### config.mk
export PLATFORM = sky130hd
export DESIGN_NAME = i2creg_target
export DESIGN_NICKNAME = d
export VERILOG_FILES = /design/src/rtl/i2creg_pkg.sv /design/src/rtl/i2creg_deglitch.sv /design/src/rtl/i2creg_engine.sv /design/src/rtl/i2creg_regfile.sv /design/src/rtl/i2creg_target.sv
export SDC_FILE = /design/constraint.sdc
export NUM_CORES = 1
export LEC_CHECK = 0
export CAP_MARGIN = 5
export CORE_UTILIZATION = 60
export DETAILED_ROUTE_END_ITERATION = 7
export DONT_BUFFER_PORTS = 1
export PLACE_DENSITY = 0.8
export RECOVER_POWER = 50
export SLEW_MARGIN = 10
export SYNTH_ARGS = -nofsm -noshare
export SYNTH_HDL_FRONTEND = slang
export SYNTH_SLANG_ARGS = --single-unit
### constraint.sdc
create_clock -name clk -period 3.9 [get_ports clk]
set_input_delay 0.78 -clock clk [delete_from_list [all_inputs] [get_ports clk]]
set_output_delay 0.78 -clock clk [all_outputs]
set_load 0.005 [all_outputs]
### src/rtl/i2creg_pkg.sv
package i2creg_pkg;
   localparam int NREG   = 9;
   localparam int RO_IDX = NREG - 1;
   localparam int PTR_W  = 4;

   typedef enum logic [2:0] {
      S_IDLE, S_ADDR, S_SUB, S_WR, S_ACK, S_RD, S_MACK
   } bus_st_t;

   function automatic logic [7:0] reg_default(input int idx);
      case (idx)
         0:       return 8'h01;
         5:       return 8'h40;
         6:       return 8'h02;
         7:       return 8'h1F;
         default: return 8'h00;
      endcase
   endfunction

   function automatic logic [7:0] reg_wmask(input int idx);
      case (idx)
         0:       return 8'h13;
         1, 2, 3: return 8'h77;
         4:       return 8'h70;
         5, 6:    return 8'hF7;
         7:       return 8'h1F;
         default: return 8'h00;
      endcase
   endfunction

   function automatic logic [8*RO_IDX-1:0] default_flat();
      logic [8*RO_IDX-1:0] v;
      for (int i = 0; i < RO_IDX; i++) v[8*i +: 8] = reg_default(i);
      return v;
   endfunction

   function automatic logic [8*RO_IDX-1:0] wmask_flat();
      logic [8*RO_IDX-1:0] v;
      for (int i = 0; i < RO_IDX; i++) v[8*i +: 8] = reg_wmask(i);
      return v;
   endfunction

   function automatic logic [PTR_W-1:0] next_ptr(input logic [PTR_W-1:0] p);
      return (p >= PTR_W'(RO_IDX)) ? '0 : p + PTR_W'(1);
   endfunction
endpackage

### src/rtl/i2creg_deglitch.sv
module i2creg_deglitch #(
   parameter int SYNC_STAGES = 2,
   parameter int FILT_CYC    = 3
) (
   input  logic clk,
   input  logic rst_n,
   input  logic din,
   output logic dout
);
   localparam int CW = $clog2(FILT_CYC + 1);

   if (SYNC_STAGES < 2) begin : g_bad_sync
      $error("SYNC_STAGES must be at least 2");
   end
   if (FILT_CYC < 1) begin : g_bad_filt
      $error("FILT_CYC must be at least 1");
   end

   logic [SYNC_STAGES-1:0] sync_q;
   logic                   out_q;

   always_ff @(posedge clk or negedge rst_n) begin
      if (!rst_n) sync_q <= '1;
      else        sync_q <= {sync_q[SYNC_STAGES-2:0], din};
   end

   if (FILT_CYC == 1) begin : g_nofilt
      always_ff @(posedge clk or negedge rst_n) begin
         if (!rst_n) out_q <= 1'b1;
         else        out_q <= sync_q[SYNC_STAGES-1];
      end
   end else begin : g_filt
      logic [CW-1:0] cnt_q;
      always_ff @(posedge clk or negedge rst_n) begin
         if (!rst_n) begin
            out_q <= 1'b1;
            cnt_q <= '0;
         end else if (sync_q[SYNC_STAGES-1] == out_q) begin
            cnt_q <= '0;
         end else if (cnt_q == CW'(FILT_CYC - 1)) begin
            out_q <= sync_q[SYNC_STAGES-1];
            cnt_q <= '0;
         end else begin
            cnt_q <= cnt_q + CW'(1);
         end
      end
   end

   assign dout = out_q;
endmodule

### src/rtl/i2creg_engine.sv
module i2creg_engine
   import i2creg_pkg::*;
#(
   parameter logic [4:0] DEV_PREFIX = 5'b00100
) (
   input  logic             clk,
   input  logic             rst_n,
   input  logic             pwr_dn_n,
   input  logic [1:0]       strap,
   input  logic             scl_f,
   input  logic             sda_f,
   input  logic [7:0]       rdata,
   output logic             sda_oe,
   output logic [PTR_W-1:0] ptr,
   output logic             wr_en,
   output logic [PTR_W-1:0] wr_addr,
   output logic [7:0]       wr_data
);
   bus_st_t          st_q, ack_nxt_q;
   logic             scl_d, sda_d, oe_q, wr_q;
   logic [3:0]       bit_q;
   logic [7:0]       sh_q, wd_q;
   logic [PTR_W-1:0] ptr_q, wa_q;

   wire start_c = scl_f & scl_d & sda_d & ~sda_f;
   wire stop_c  = scl_f & scl_d & ~sda_d & sda_f;
   wire rise_c  = scl_f & ~scl_d;
   wire fall_c  = ~scl_f & scl_d;

   always_ff @(posedge clk or negedge rst_n) begin
      if (!rst_n) begin
         st_q <= S_IDLE; ack_nxt_q <= S_IDLE; scl_d <= 1'b1; sda_d <= 1'b1;
         oe_q <= 1'b0; wr_q <= 1'b0; bit_q <= '0; sh_q <= '0; wd_q <= '0;
         ptr_q <= '0; wa_q <= '0;
      end else if (!pwr_dn_n) begin
         st_q <= S_IDLE; ack_nxt_q <= S_IDLE; scl_d <= 1'b1; sda_d <= 1'b1;
         oe_q <= 1'b0; wr_q <= 1'b0; bit_q <= '0; sh_q <= '0; wd_q <= '0;
         ptr_q <= '0; wa_q <= '0;
      end else begin
         scl_d <= scl_f;
         sda_d <= sda_f;
         wr_q  <= 1'b0;
         if (start_c) begin
            st_q  <= S_ADDR;
            bit_q <= '0;
            oe_q  <= 1'b0;
         end else if (stop_c) begin
            st_q <= S_IDLE;
            oe_q <= 1'b0;
         end else if (rise_c) begin
            case (st_q)
               S_ADDR, S_SUB, S_WR: begin
                  sh_q  <= {sh_q[6:0], sda_f};
                  bit_q <= bit_q + 4'd1;
               end
               S_MACK:  if (sda_f) st_q <= S_IDLE;
               default: ;
            endcase
         end else if (fall_c) begin
            case (st_q)
               S_ADDR: if (bit_q == 4'd8) begin
                  if (sh_q[7:1] == {DEV_PREFIX, strap}) begin
                     oe_q      <= 1'b1;
                     st_q      <= S_ACK;
                     ack_nxt_q <= sh_q[0] ? S_RD : S_SUB;
                  end else begin
                     st_q <= S_IDLE;
                  end
               end
               S_SUB: if (bit_q == 4'd8) begin
                  ptr_q     <= sh_q[PTR_W-1:0];
                  oe_q      <= 1'b1;
                  st_q      <= S_ACK;
                  ack_nxt_q <= S_WR;
               end
               S_WR: if (bit_q == 4'd8) begin
                  wr_q      <= 1'b1;
                  wa_q      <= ptr_q;
                  wd_q      <= sh_q;
                  ptr_q     <= next_ptr(ptr_q);
                  oe_q      <= 1'b1;
                  st_q      <= S_ACK;
                  ack_nxt_q <= S_WR;
               end
               S_ACK: begin
                  bit_q <= '0;
                  st_q  <= ack_nxt_q;
                  if (ack_nxt_q == S_RD) begin
                     sh_q <= rdata;
                     oe_q <= ~rdata[7];
                  end else begin
                     oe_q <= 1'b0;
                  end
               end
               S_RD: if (bit_q == 4'd7) begin
                  oe_q  <= 1'b0;
                  st_q  <= S_MACK;
                  ptr_q <= next_ptr(ptr_q);
               end else begin
                  sh_q  <= {sh_q[6:0], 1'b0};
                  oe_q  <= ~sh_q[6];
                  bit_q <= bit_q + 4'd1;
               end
               S_MACK: begin
                  bit_q <= '0;
                  sh_q  <= rdata;
                  oe_q  <= ~rdata[7];
                  st_q  <= S_RD;
               end
               default: ;
            endcase
         end
      end
   end

   assign sda_oe  = oe_q;
   assign ptr     = ptr_q;
   assign wr_en   = wr_q;
   assign wr_addr = wa_q;
   assign wr_data = wd_q;

   assert_ack_scl_low_R12: assert property (@(posedge clk) disable iff (!rst_n)
      $rose(oe_q) |-> !scl_f);
   assert_pd_release_R9: assert property (@(posedge clk) disable iff (!rst_n)
      !pwr_dn_n |=> !oe_q);
   assert_wr_scl_low_R2: assert property (@(posedge clk) disable iff (!rst_n)
      wr_q |-> !scl_f);
endmodule

### src/rtl/i2creg_regfile.sv
module i2creg_regfile
   import i2creg_pkg::*;
(
   input  logic                  clk,
   input  logic                  rst_n,
   input  logic                  pwr_dn_n,
   input  logic                  wr_en,
   input  logic [PTR_W-1:0]      wr_addr,
   input  logic [7:0]            wr_data,
   input  logic [PTR_W-1:0]      rd_addr,
   output logic [7:0]            rd_data,
   input  logic [2:0]            status_in,
   output logic [8*RO_IDX-1:0]   cfg_out
);
   localparam logic [8*RO_IDX-1:0] DEF_FLAT  = default_flat();
   localparam logic [8*RO_IDX-1:0] MASK_FLAT = wmask_flat();

   logic [7:0] regs_q [RO_IDX];

   for (genvar i = 0; i < RO_IDX; i++) begin : g_reg
      localparam logic [7:0] DEF  = reg_default(i);
      localparam logic [7:0] MASK = reg_wmask(i);
      always_ff @(posedge clk or negedge rst_n) begin
         if (!rst_n)                                 regs_q[i] <= DEF;
         else if (!pwr_dn_n)                         regs_q[i] <= DEF;
         else if (wr_en && wr_addr == PTR_W'(i))     regs_q[i] <= wr_data & MASK;
      end
      assign cfg_out[8*i +: 8] = regs_q[i];
   end

   always_comb begin
      rd_data = 8'h00;
      for (int i = 0; i < RO_IDX; i++)
         if (rd_addr == PTR_W'(i)) rd_data = regs_q[i];
      if (rd_addr == PTR_W'(RO_IDX)) rd_data = {1'b0, status_in, 4'b0000};
   end

   assert_pd_defaults_R9: assert property (@(posedge clk) disable iff (!rst_n)
      !pwr_dn_n |=> (cfg_out == DEF_FLAT));
   assert_reserved_zero_R7: assert property (@(posedge clk) disable iff (!rst_n)
      (cfg_out & ~MASK_FLAT) == '0);
   assert_ro_discard_R8: assert property (@(posedge clk) disable iff (!rst_n)
      (pwr_dn_n && wr_en && wr_addr >= PTR_W'(RO_IDX)) |=> $stable(cfg_out));
endmodule

### src/rtl/i2creg_target.sv
module i2creg_target
   import i2creg_pkg::*;
#(
   parameter int         SYNC_STAGES = 2,
   parameter int         FILT_CYC    = 3,
   parameter logic [4:0] DEV_PREFIX  = 5'b00100
) (
   input  logic        clk,
   input  logic        rst_n,
   input  logic        pwr_dn_n,
   input  logic [1:0]  addr_strap,
   input  logic        scl_in,
   input  logic        sda_in,
   output logic        sda_oe,
   input  logic [2:0]  status_in,
   output logic [63:0] cfg_out
);
   logic [1:0]       raw, filt;
   logic [PTR_W-1:0] ptr, wr_addr;
   logic [7:0]       rdata, wr_data;
   logic             wr_en;

   assign raw = {sda_in, scl_in};

   for (genvar k = 0; k < 2; k++) begin : g_line
      i2creg_deglitch #(.SYNC_STAGES(SYNC_STAGES), .FILT_CYC(FILT_CYC)) u_flt (
         .clk(clk), .rst_n(rst_n), .din(raw[k]), .dout(filt[k]));
   end

   i2creg_engine #(.DEV_PREFIX(DEV_PREFIX)) u_eng (
      .clk(clk), .rst_n(rst_n), .pwr_dn_n(pwr_dn_n), .strap(addr_strap),
      .scl_f(filt[0]), .sda_f(filt[1]), .rdata(rdata), .sda_oe(sda_oe),
      .ptr(ptr), .wr_en(wr_en), .wr_addr(wr_addr), .wr_data(wr_data));

   i2creg_regfile u_rf (
      .clk(clk), .rst_n(rst_n), .pwr_dn_n(pwr_dn_n), .wr_en(wr_en),
      .wr_addr(wr_addr), .wr_data(wr_data), .rd_addr(ptr), .rd_data(rdata),
      .status_in(status_in), .cfg_out(cfg_out));
endmodule

==> run metrics <==
Psw 0.605 mW; GRT Residual Overflow 0; antenna diode count 0; TritonCTS clock tree built; clock network fraction of total power 29.8%; GRT Total Usage 29.0%; post-CTS resize count 0; Post-Synthesis Cell Area 4970 sq um; total negative slack 0 ns; Yosys reg bits 91; Clk Latency, worst-skew pair 0.37 ns; Reg clk slew, reported paths 0.10 ns; placer congestion estimate 0.872; Max Cap Viol 0; clk sinks 91; Die Wd 93.0 um; most common cell in the synthesized netlist dfrtp_1; DIE HEIGHT 93.0 um; DR iter-0 viols 267; routed wire length 11900 um; Post-Syn Instances 525; WL per Instance 19.4 um; antenna viol nets, final 0; LEAKAGE 2.18 nW; Commonest cells post-synth dfrtp_1, nand2_1, nor2_1, mux2i_1, a21oi_1; internal power 1.37 mW; Buffers & Inverters on Critical Path 1; Tcrit/Tclk final 62.2%; leading area contributor after synthesis dfrtp_1; clk_skew 0.0153 ns; status finished clean; Cell Chain, Critical Path inv_1, ha_1, nor2b_1, a221o_1, o211a_1, a2111oi_0, o32ai_1; Avg Cell Area, Syn 9.46 sq um; Post-CTS Setup Repair Bufs 0; crit end category register; Power, Total 1.97 mW; unrepaired setup endpoints after global routing no; Final min period 2.42 ns; first-pass GRT wire length 19300 um; combinational share of power 14.4%; worst path arrival time 2.65 ns; die area 8640 sq um; area grow syn2layout 2.39%; Distinct cells, synth 58; Post-synth EDFFs 0; sequential power share 55.9%; First-pass DRT Iterations 5; PwrDens 388 nW/um^2; Final Util 64.8%; Fin Hold WS 0.0925 ns; CP max stage delay 0.52 ns; CTS buffer count 9; CTS Hold Bufs 0; Async SR Flop Fraction 100%; Clock Tree Buf Depth 2; dpl ws 1.54 ns; DR vias/cell 6.34; post-synth top area share 37.8%; synth warn 0; root buf cell clkbuf_8; vias in the first global route 3688; Cell Rows 32; IR drop worst, VDD 0.000283 V; fraction of layout instances using a drive strength above 1 8.59%; fin. max-slew vios 0; largest net degree at the start of global routing 92; post-detail-place hpwl 8410 um; CP Launch Type register; Slowest cell on crit path ha_1; via count 3893; PnR worst setup slack 1.48 ns; Starting Density 63.3%; Data required, critical path 4.12 ns; relative slew slack 45.2%; sequential fraction of the synthesis area 46.3%; IO Pins 75; Switching Fraction 30.7%; Port-buffer cells 0; Worst Tran Pin Value 0.820 ns; final net count 524; crit-path max FO 17; initial antenna violation count 0; Area contributors post-synth dfrtp_1, dfstp_2, mux2i_1, nand2_1, nor2_1; CP delay by family, top compound AO/OA/AOI/OAI gates; endpoints failing hold 0; Hold Path Class primary input to async pin; Post-synth top flop dfrtp_1; H-tree Lvls 3; Crit Path Category register to register; fmax 413 MHz; Final setup viols 0; # DRC 0; Core ar. 7850 sq um
## power by group through the flow
stage | clock [mW] | sequential [mW] | combinational, mW
floorplan | 0 | 1.06 | 0.293
global placement | 0 | 1.11 | 0.274
detailed placement | 0 | 1.12 | 0.280
CTS | 0.587 | 1.10 | 0.281
global route | 0.630 | 1.11 | 0.315
finish | 0.587 | 1.10 | 0.283
## routing by layer
metal	track usage, %	share of wire [%]
met3	6.26	7.9
met2	42.8	46
met1	42.4	44
met4	10.0	1.8
met5	0	0
## sequential cells by signal (all words and copies together) (netlist names), 2 cells and up
register / count
u_eng.bit_q: 4
g_line.u_flt.g_filt.cnt_q: 4
u_eng.ack_nxt_q: 3
g_line.u_flt.dout: 2
u_eng.wr_data: 8
u_eng.wr_addr: 4
u_eng.sh_q: 8
g_line.u_flt.sync_q: 4
u_eng.st_q: 3
u_eng.ptr: 4
u_rf.cfg_out: 43
## worst reg2reg max path, delay by kind of cell (launching register included)
kind	cells	cell delay, ns
and+or+nand+nor	1	0.17
AOI/OAI and AO/OA	4	1.00
DFF	1	0.47
adders and majority gates	1	0.52
buffers and inverters	1	0.13
## layout make-up
class,count,area (sq um)
flip-flops and latches,91,2300
multi-input cells,381,2380
fillers,653,2760
repair buffers,4,30.0
inverters,21,78.8
well taps,102,128
clock buffers,9,124
clock inverters,6,51.3
## logic make-up after synthesis
kind of cell               after synthesis  share of synthesized area [%]
AOI/OAI and AO/OA                      102                           14.3
xor gates and xnor gates                 7                           1.23
adders and majority gates                6                           1.51
buffers and inverters                   73                           7.31
DFF                                     91                           46.3
muxes                                   49                           10.1
other                                    1                         0.0755
and+or+nand+nor                        196                           19.2
## worst paths after layout
path | from | end | slack [ns] | depth (start not counted)
max | u_eng.ptr[0] | u_eng.sh_q[5] | 1.48 | 7
min | rst_n | u_rf.cfg_out[8] | 0.09 | 0
max reg2reg | u_eng.ptr[0] | u_eng.sh_q[5] | 1.48 | 7
min reg2reg | g_line[1].u_flt.sync_q[0] | g_line[1].u_flt.sync_q[1] | 0.36 | 0
max in group asynchronous | rst_n | g_line[0].u_flt.sync_q[1] | 3.57 | 0
min in group clk | g_line[1].u_flt.sync_q[0] | g_line[1].u_flt.sync_q[1] | 0.36 | 0
## cells in the final DEF, fill, tap and decap left out, types with 4 or more instances in the layout
cell type	netlist	final
dfrtp_1	75	75
nand2_1	61	61
nor2_1	58	58
mux2i_1	41	41
a21oi_1	32	32
inv_1	21	21
conb_1	1	21
dfstp_2	16	14
nand3_1	12	12
nand2b_1	11	11
nand3b_1	11	11
nor2b_1	10	10
a221oi_1	9	9
nor3_1	9	9
clkbuf_8	0	9
o21ai_0	8	8
o22ai_1	8	8
o31ai_1	8	8
nor3b_1	5	6
ha_1	6	6
o32ai_1	5	5
a211oi_1	5	5
mux2_2	5	5
and3_1	4	4
xor2_1	4	4
buf_4	21	4
## metrics by stage
step | std cells | area, sq um
final | 614 | 5080
after global routing | 614 | 5080
after CTS | 614 | 5090
after detailed placement | 599 | 4910
after global placement | 599 | 4910
after floorplan | 545 | 5040
Power figures use the tool's default switching activity.
